### src/rtl/spi_reg_pkg.sv
package spi_reg_pkg;
    typedef enum logic [1:0] {
        ST_IDLE,
        ST_HDR,
        ST_WDATA,
        ST_RDATA
    } spi_st_e;
endpackage

### src/rtl/spi_pin_sync.sv
module spi_pin_sync #(
    parameter int            W       = 4,
    parameter int            STAGES  = 2,
    parameter logic [W-1:0]  RST_VAL = '0
) (
    input  logic         clk,
    input  logic         rst_n,
    input  logic [W-1:0] d_in,
    output logic [W-1:0] q,
    output logic [W-1:0] q_prev
);
    // STAGES flops synchronise, one more holds the previous value for edge detection
    logic [W-1:0] pipe [STAGES+1];

    for (genvar g = 0; g <= STAGES; g++) begin : g_stage
        if (g == 0) begin : g_first
            always_ff @(posedge clk or negedge rst_n) begin
                if (!rst_n) pipe[g] <= RST_VAL;
                else        pipe[g] <= d_in;
            end
        end else begin : g_next
            always_ff @(posedge clk or negedge rst_n) begin
                if (!rst_n) pipe[g] <= RST_VAL;
                else        pipe[g] <= pipe[g-1];
            end
        end
    end

    assign q      = pipe[STAGES-1];
    assign q_prev = pipe[STAGES];
endmodule

### src/rtl/spi_reg_mem.sv
module spi_reg_mem #(
    parameter int DEPTH = 64,
    parameter int DW    = 8,
    localparam int AW   = $clog2(DEPTH)
) (
    input  logic          clk,
    input  logic          rst_n,
    input  logic          we,
    input  logic [AW-1:0] addr,
    input  logic [DW-1:0] wdata,
    output logic [DW-1:0] rdata
);
    logic [DW-1:0] regs [DEPTH];

    always_ff @(posedge clk or negedge rst_n) begin
        if (!rst_n) begin
            for (int i = 0; i < DEPTH; i++) regs[i] <= '0;
        end else if (we) begin
            regs[addr] <= wdata;
        end
    end

    assign rdata = regs[addr];
endmodule

### src/rtl/spi_reg_target.sv
module spi_reg_target #(
    parameter int DEPTH       = 64,
    parameter int SYNC_STAGES = 2
) (
    input  logic clk,
    input  logic rst_n,
    input  logic cfg_addr2b,
    input  logic cfg_lsb_first,
    input  logic cfg_3wire,
    input  logic spi_cs_n,
    input  logic spi_sclk,
    input  logic spi_sdi,
    input  logic spi_sdio_i,
    output logic spi_sdo,
    output logic spi_sdo_oe,
    output logic spi_sdio_o,
    output logic spi_sdio_oe
);
    import spi_reg_pkg::*;

    localparam int AW     = $clog2(DEPTH);
    localparam int ADDR_W = 15;
    localparam int CNT_W  = 5;

    // ---------------- pin synchronisation ----------------
    logic [3:0] pin_q, pin_p;
    spi_pin_sync #(.W(4), .STAGES(SYNC_STAGES), .RST_VAL(4'b1000)) u_sync (
        .clk    (clk),
        .rst_n  (rst_n),
        .d_in   ({spi_cs_n, spi_sclk, spi_sdi, spi_sdio_i}),
        .q      (pin_q),
        .q_prev (pin_p)
    );

    logic cs_q, sclk_rise, sclk_fall, din;
    assign cs_q      = pin_q[3];
    assign sclk_rise =  pin_q[2] & ~pin_p[2];
    assign sclk_fall = ~pin_q[2] &  pin_p[2];
    assign din       = cfg_3wire ? pin_q[0] : pin_q[1];

    // ---------------- state and datapath registers ----------------
    spi_st_e             state_q, state_d;
    logic [CNT_W-1:0]    cnt_q;
    logic [ADDR_W-1:0]   addr_q;
    logic [7:0]          wsh_q;
    logic                dout_q, oe_q;

    logic [CNT_W-1:0]    hdr_len;
    logic                hdr_last;
    logic [2:0]          byte_bit, rd_sel;
    logic [7:0]          wnext, rdata;
    logic                mem_we;

    assign hdr_len  = cfg_addr2b ? CNT_W'(16) : CNT_W'(8);
    assign hdr_last = (cnt_q == hdr_len - CNT_W'(1));
    assign byte_bit = cnt_q[2:0];
    assign rd_sel   = cfg_lsb_first ? byte_bit : 3'd7 - byte_bit;
    assign wnext    = cfg_lsb_first ? {din, wsh_q[7:1]} : {wsh_q[6:0], din};
    assign mem_we   = (state_q == ST_WDATA) && !cs_q && sclk_rise && (byte_bit == 3'd7);

    spi_reg_mem #(.DEPTH(DEPTH), .DW(8)) u_mem (
        .clk   (clk),
        .rst_n (rst_n),
        .we    (mem_we),
        .addr  (addr_q[AW-1:0]),
        .wdata (wnext),
        .rdata (rdata)
    );

    // ---------------- next state ----------------
    always_comb begin
        state_d = state_q;
        if (cs_q) begin
            state_d = ST_IDLE;
        end else begin
            unique case (state_q)
                ST_IDLE:  state_d = ST_HDR;
                ST_HDR:   if (sclk_rise && hdr_last) state_d = din ? ST_RDATA : ST_WDATA;
                ST_WDATA: state_d = ST_WDATA;
                ST_RDATA: state_d = ST_RDATA;
                default:  state_d = ST_IDLE;
            endcase
        end
    end

    always_ff @(posedge clk or negedge rst_n) begin
        if (!rst_n) state_q <= ST_IDLE;
        else        state_q <= state_d;
    end

    // ---------------- datapath and outputs ----------------
    always_ff @(posedge clk or negedge rst_n) begin
        if (!rst_n) begin
            cnt_q  <= '0;
            addr_q <= '0;
            wsh_q  <= '0;
            dout_q <= 1'b0;
            oe_q   <= 1'b0;
        end else if (cs_q || state_q == ST_IDLE) begin
            cnt_q  <= '0;
            addr_q <= '0;
            wsh_q  <= '0;
            oe_q   <= 1'b0;
        end else begin
            unique case (state_q)
                ST_HDR: if (sclk_rise) begin
                    if (hdr_last) begin
                        cnt_q <= '0;
                    end else begin
                        cnt_q <= cnt_q + CNT_W'(1);
                        if (cfg_lsb_first) addr_q[cnt_q[3:0]] <= din;
                        else               addr_q <= {addr_q[ADDR_W-2:0], din};
                    end
                end
                ST_WDATA: if (sclk_rise) begin
                    wsh_q <= wnext;
                    cnt_q <= {2'b00, byte_bit + 3'd1};
                    if (byte_bit == 3'd7) addr_q <= addr_q + ADDR_W'(1);
                end
                ST_RDATA: if (sclk_fall) begin
                    dout_q <= rdata[rd_sel];
                    oe_q   <= 1'b1;
                    cnt_q  <= {2'b00, byte_bit + 3'd1};
                    if (byte_bit == 3'd7) addr_q <= addr_q + ADDR_W'(1);
                end
                default: ;
            endcase
        end
    end

    assign spi_sdo     = dout_q;
    assign spi_sdio_o  = dout_q;
    assign spi_sdo_oe  = oe_q & ~cfg_3wire;
    assign spi_sdio_oe = oe_q &  cfg_3wire;

    // ---------------- assertions ----------------
    AST_HDR_BOUND: assert property (@(posedge clk) disable iff (!rst_n)
        state_q == ST_HDR |-> cnt_q < hdr_len);
    AST_ADDR_STEP: assert property (@(posedge clk) disable iff (!rst_n)
        mem_we |=> addr_q == $past(addr_q) + ADDR_W'(1));
    AST_OE_RELEASE: assert property (@(posedge clk) disable iff (!rst_n)
        cs_q |=> !(spi_sdo_oe || spi_sdio_oe));
    AST_NO_DRIVE_OUTSIDE_READ: assert property (@(posedge clk) disable iff (!rst_n)
        state_q != ST_RDATA |-> !(spi_sdo_oe || spi_sdio_oe));
    AST_DRIVE_ON_FALL: assert property (@(posedge clk) disable iff (!rst_n)
        $rose(spi_sdo_oe || spi_sdio_oe) |-> $past(sclk_fall));
endmodule

### config.mk
export PLATFORM = sky130hd
export DESIGN_NAME = spi_reg_target
export DESIGN_NICKNAME = d
export VERILOG_FILES = /design/src/rtl/spi_reg_pkg.sv /design/src/rtl/spi_pin_sync.sv /design/src/rtl/spi_reg_mem.sv /design/src/rtl/spi_reg_target.sv
export SDC_FILE = /design/constraint.sdc
export NUM_CORES = 1
export LEC_CHECK = 0
export ABC_CLOCK_PERIOD_IN_PS = 6600
export BUFFER_PORTS_ARGS = -buffer_cell sky130_fd_sc_hd__clkbuf_2
export CAP_MARGIN = 20
export CORE_MARGIN = 8
export CORE_UTILIZATION = 50
export CTS_BUF_LIST = sky130_fd_sc_hd__clkbuf_8
export DETAILED_ROUTE_END_ITERATION = 8
export PLACE_DENSITY_LB_ADDON = 0.1
export SETUP_SLACK_MARGIN = 0.02
export SLEW_MARGIN = 0
export SYNTH_ARGS = -nofsm -noshare
export SYNTH_HDL_FRONTEND = slang
export SYNTH_SLANG_ARGS = --single-unit
### constraint.sdc
create_clock -name clk -period 6.6 [get_ports clk]
set_input_delay 1.98 -clock clk [delete_from_list [all_inputs] [get_ports clk]]
set_output_delay 1.98 -clock clk [all_outputs]
set_load 0.02 [all_outputs]
Word level (Yosys, flattened, before mapping)
Index checks and enable logic that the tools add are counted. W data, S select, Z words.

Bits in registers: 555. Bits of input ports: 9. Output and inout bits: 4.

$add $sub $neg: 5. Magnitude comparators: 5. Eq/ne operators: 10. Mux-type cells: 39. Bitwise gates (word level): 9. Reductions and logical operators: 19.

Operators with widths (count): $bwmux W512 (1); $mux W15 (7); $mux W8 (7); $bmux W8 S6 (1); $demux W8 S6 (1); $pmux W15 S3 (1); $mux W5 (6); $add A15 B1 Y15 const B (1); $bwmux W15 (1); $pmux W5 S3 (1); $ne A3 B3 Y1 const B (3); $pmux W2 S4 (1); $reduce_bool A2 Y1 (4); $ge A7 B7 Y1 const B (1); $lt A7 B1 Y1 const B (1); $mux W1 (7); $not A6 Y7 (1); $logic_and A1 B1 Y1 (6); $ne A3 B2 Y1 const B (2); $add A5 B1 Y5 const B (1); $eq A5 B5 Y1 (1); $lt A4 B5 Y1 const B (1); $reduce_and A5 Y1 (1); $sub A5 B1 Y5 const B (1); 20 further kinds (29).

Logic depth before layout (Yosys ltp)
Depth after elaboration: 10. Mapped depth: 14. Mapped depth without buffers: 8.

Cells and area by module
A second synthesis with hierarchy kept.

Cells, all modules: 1951. Area, all modules: 25826.0 µm².

Modules (own cells, without submodules): spi_reg_mem (instances 1, cells each 1751, area an instance 23699.0 µm²); spi_reg_target (instances 1, cells each 180, area an instance 1762.9 µm²); spi_pin_sync (instances 1, cells each 20, area an instance 364.1 µm²).

Least setup slack after synthesis
Ideal clock, no wire load.

Path kind: input port to output port. From: input port cfg_3wire. To: output port spi_sdo_oe. Arrival time: 2.284 ns. Slack: 2.336 ns. Stages: 1. Buffers on the path: 0. Path through: nor2b_1.

Cells in the longest elaborated chain, start to end: 2.

Ends and longest elaborated chain: start: declaration (RTL line spi_reg_target.sv:9) `input logic cfg_3wire,`; $not A1 Y1 (RTL line spi_reg_target.sv:133) `assign spi_sdo_oe = oe_q & ~cfg_3wire;`; $and A1 B1 Y1 (RTL line spi_reg_target.sv:133); end: declaration (RTL line spi_reg_target.sv:15) `output logic spi_sdo_oe,`.

Every way passes these cells.

Worst setup path after layout
Ends and elaborated chain as after synthesis.

==> impl_results.md <==
* Core footprint at between 40000 and 50000 um^2
* Syn Area/Cell at between 9 and 10 um^2
* Root Buffer: clkbuf_8
* DRT iter0 DRCs at approximately 2200
* Clock-pin slew on the worst setup and hold paths at approximately 50 ps
* Internal power at around 5.1 mW
* CTS Buf Count at 94
* Cells after synthesis at 2543
* Met3 wire len at between 6 and 7 mm
* CP max-delay cell: clkbuf_2
* Sequential share of the synthesized area at 55.49%
* Final Hold Viols at 0
* Min cycle time layout at around 4400 ps
* Yosys Warn Count at 0
* Largest net degree at the start of global routing at 140
* Levels on crit path at 3
* Critical Path Max Stage Delay at approximately 180 ps
* Ports at 13
* Layout cells sized above 1 at around an eighth
* Worst-margin pin slew at roughly 1100 ps
* Area Growth Syn to Fin at 9.908%
* Hold-fix buffers, CTS at 0
* Initial antenna violation count at 1
* Switching pwr at around 1.6 mW
* Max_slew headroom at ~23%
* Fin Hold WS at between 300 and 400 ps
* Synth Net Count at around 2600
* Clk_lat worst skew at between 700 and 800 ps
* Arr. time, crit path at 2410 ps
* Post-synth EDFFs at 0
* Routed wl met2 at 35.45 mm
* Synth cell types at 66
* Reg2Reg Depth at 9
* Setup Fix Bufs, Post-CTS at 0
* PwrDens at 251.1 nW/um^2
* Post-Layout Cell Count at 3182
* HP Start: u_sync.pipe[10]
* DRC at 0
* Comb pwr share at between 4 and 5%
* Critical Path Sink Type: output port
* Post-route clock period utilization at 66.50%
* Highest-count cells in the layout ignoring fill and taps: 539 x dfrtp_1, 447 x nand2_1, 351 x o21ai_0, 293 x nor2_1, 248 x a21oi_1
* Die ar. at between 50000 and 60000 um^2
* Outcome: complete, no violations
* Final Max Tran Viols at 0
* Maximum clock path buffer count at 3
* Vias per Instance at between 6 and 7
* Switching fraction of total power at 24.20%
* Die span in y at approximately 240 um
* Starting Density at about half
* CTS tree: built
* DR pass1 iterations at 8
* Ys async rst share at 100.0%
* Final HPWL DP at 50.05 mm
* F_max at 0.2279 GHz
* Most used cell, CP: clkbuf_2
* First-pass GRT wire length at roughly 120 mm
* Die W at approximately 240 um
* CP bufs+invs at 2
* Sequential share of power at 49.6%
* Commonest non-fill, non-tap cell in the layout: dfrtp_1
* R2r startpoint: addr_q[1]
* Avg WL per Cell at 25.33 um
* Hold Path Class: reg -> reg
* Core Rows at 81
* DRT Wirelength at between 80 and 90 mm
* I/O Buffers at 12
* Syn Std Cell Area at about 25000 um^2
* Unrepaired setup endpoints after global routing: no
* Critical Path Start: cfg_3wire
* H-tree depth at 3
* Crit path kind: in -> out
* Routed vias at 19597
* Synthesized flop and latch total at around 540
* Clock sink total at 544
* Placed insts at 3015
* Top_reg_cell synth: dfrtp_1
* Post-CTS resize count at 0
* CP top delay family: buffers and inverters
* Clk pwr share at a little under half
* Max_cap viols at 0
* Total GRT Usage at ~29%
* Required time of the critical path at around 4600 ps
* Leakage power at 11.00 nW
* Vias in the first global route at ~19000
* Hold path depth at 0
* CP cell instances: clkbuf_2 > nor2b_1 > clkbuf_2
* Peak supply drop at 0.1584 mV
* CP Launch Type: input port
* Final-stage net count at roughly 2500
* Final setup violating endpoints at 0
* Post-route ant nets at 0
* Total grt overflow at 0
* Setup TNS at 0 ps
* Highest Signal Layer: met4
* Met1 Wirelength at 34.62 mm
* Critical-path maximum fanout at 4
* Placer Congestion at between 0.9 and 1
* Layout Skew at ~38 ps
-- registers in the layout, summed over array words and instances, names as in the netlist --
register	count
u_sync.pipe	4
u_sync.q_prev	1
u_sync.q	4
u_mem.regs	512
state_q	2
oe_q	1
addr_q	6
spi_sdio_o	1
wsh_q	8
cnt_q	5
-- final timing paths --
check / endpoint / slack (ps)
min: u_sync.q[2] / 350
min in group asynchronous: u_mem.regs[340] / 1260
max reg2reg: spi_sdio_o / 2400
min reg2reg: u_sync.q[2] / 350
max: spi_sdo_oe / 2210
max in group asynchronous: addr_q[0] / 4090
-- logic make-up (layout without fill, tap and decap cells) --
logic type               count (synthesis)  count (layout)  share of synthesized area (%)
XOR/XNOR                                 5               5                         0.1785
AND/OR/NAND/NOR                        831             831                          13.69
buffers and inverters                  221             236                          3.967
other                                    0               2                              0
multiplexers                           141             141                          7.532
flip-flops                             544             544                          55.49
AO/OA/AOI/OAI                          795             795                          18.83
adder cells (fa/ha/maj)                  6               6                         0.3060
-- cell type report --
type	instances	area [um^2]
timing repair buffer	64	543.0
inverter	9	33.78
fill	4351	21680
multi-input combinational	1778	10070
sequential	544	13630
tap	622	778.2
clock inverter	38	190.2
antenna	2	5.005
clock buffer	125	1720
-- synth_stat cells, types with 28 or more instances --
cell	instances	area [um^2]
nand2_1	447	1678
buf_2	28	140.1
clkbuf_1	160	600.6
o21ai_0	352	1762
nor2_1	294	1104
a221oi_1	32	280.3
mux2_2	65	732.0
a22oi_1	50	375.4
dfrtp_1	542	13560
mux4_2	28	630.6
mux2i_1	47	470.5
a21oi_1	248	1241
-- power by group through the flow --
| stage | registers (mW) | clock network, mW | logic, mW |
|---|---|---|---|
| 6_report | 3.36 | 3.12 | 0.295 |
| 2_1_floorplan | 3.40 | 0 | 0.138 |
| 4_1_cts | 3.36 | 3.16 | 0.294 |
| 3_3_place_gp | 3.42 | 0 | 0.292 |
| 3_5_place_dp | 3.42 | 0 | 0.293 |
| 5_1_grt | 3.36 | 3.30 | 0.317 |
-- per-layer routing --
layer | GRT usage, % | up-vias
li1 | - | 8804
met1 | 40.39 | 9674
met2 | 42.85 | 905
met3 | 5.617 | 214
met4 | 12.90 | 0
met5 | 0 | -
-- stage by stage --
step                      total power, mW  worst slack, ps  util (%)  cell area, um^2
final                               6.772             2211     55.43            26970
after CTS                           6.813             2189     55.35            26930
after global placement              3.710             2208     51.42            25020
after floorplan                     3.543             2336         -            24540
after detailed placement            3.711             2226     51.42            25020
after global routing                6.977             2196     55.42            26960
Power figures use the tool's default switching activity.
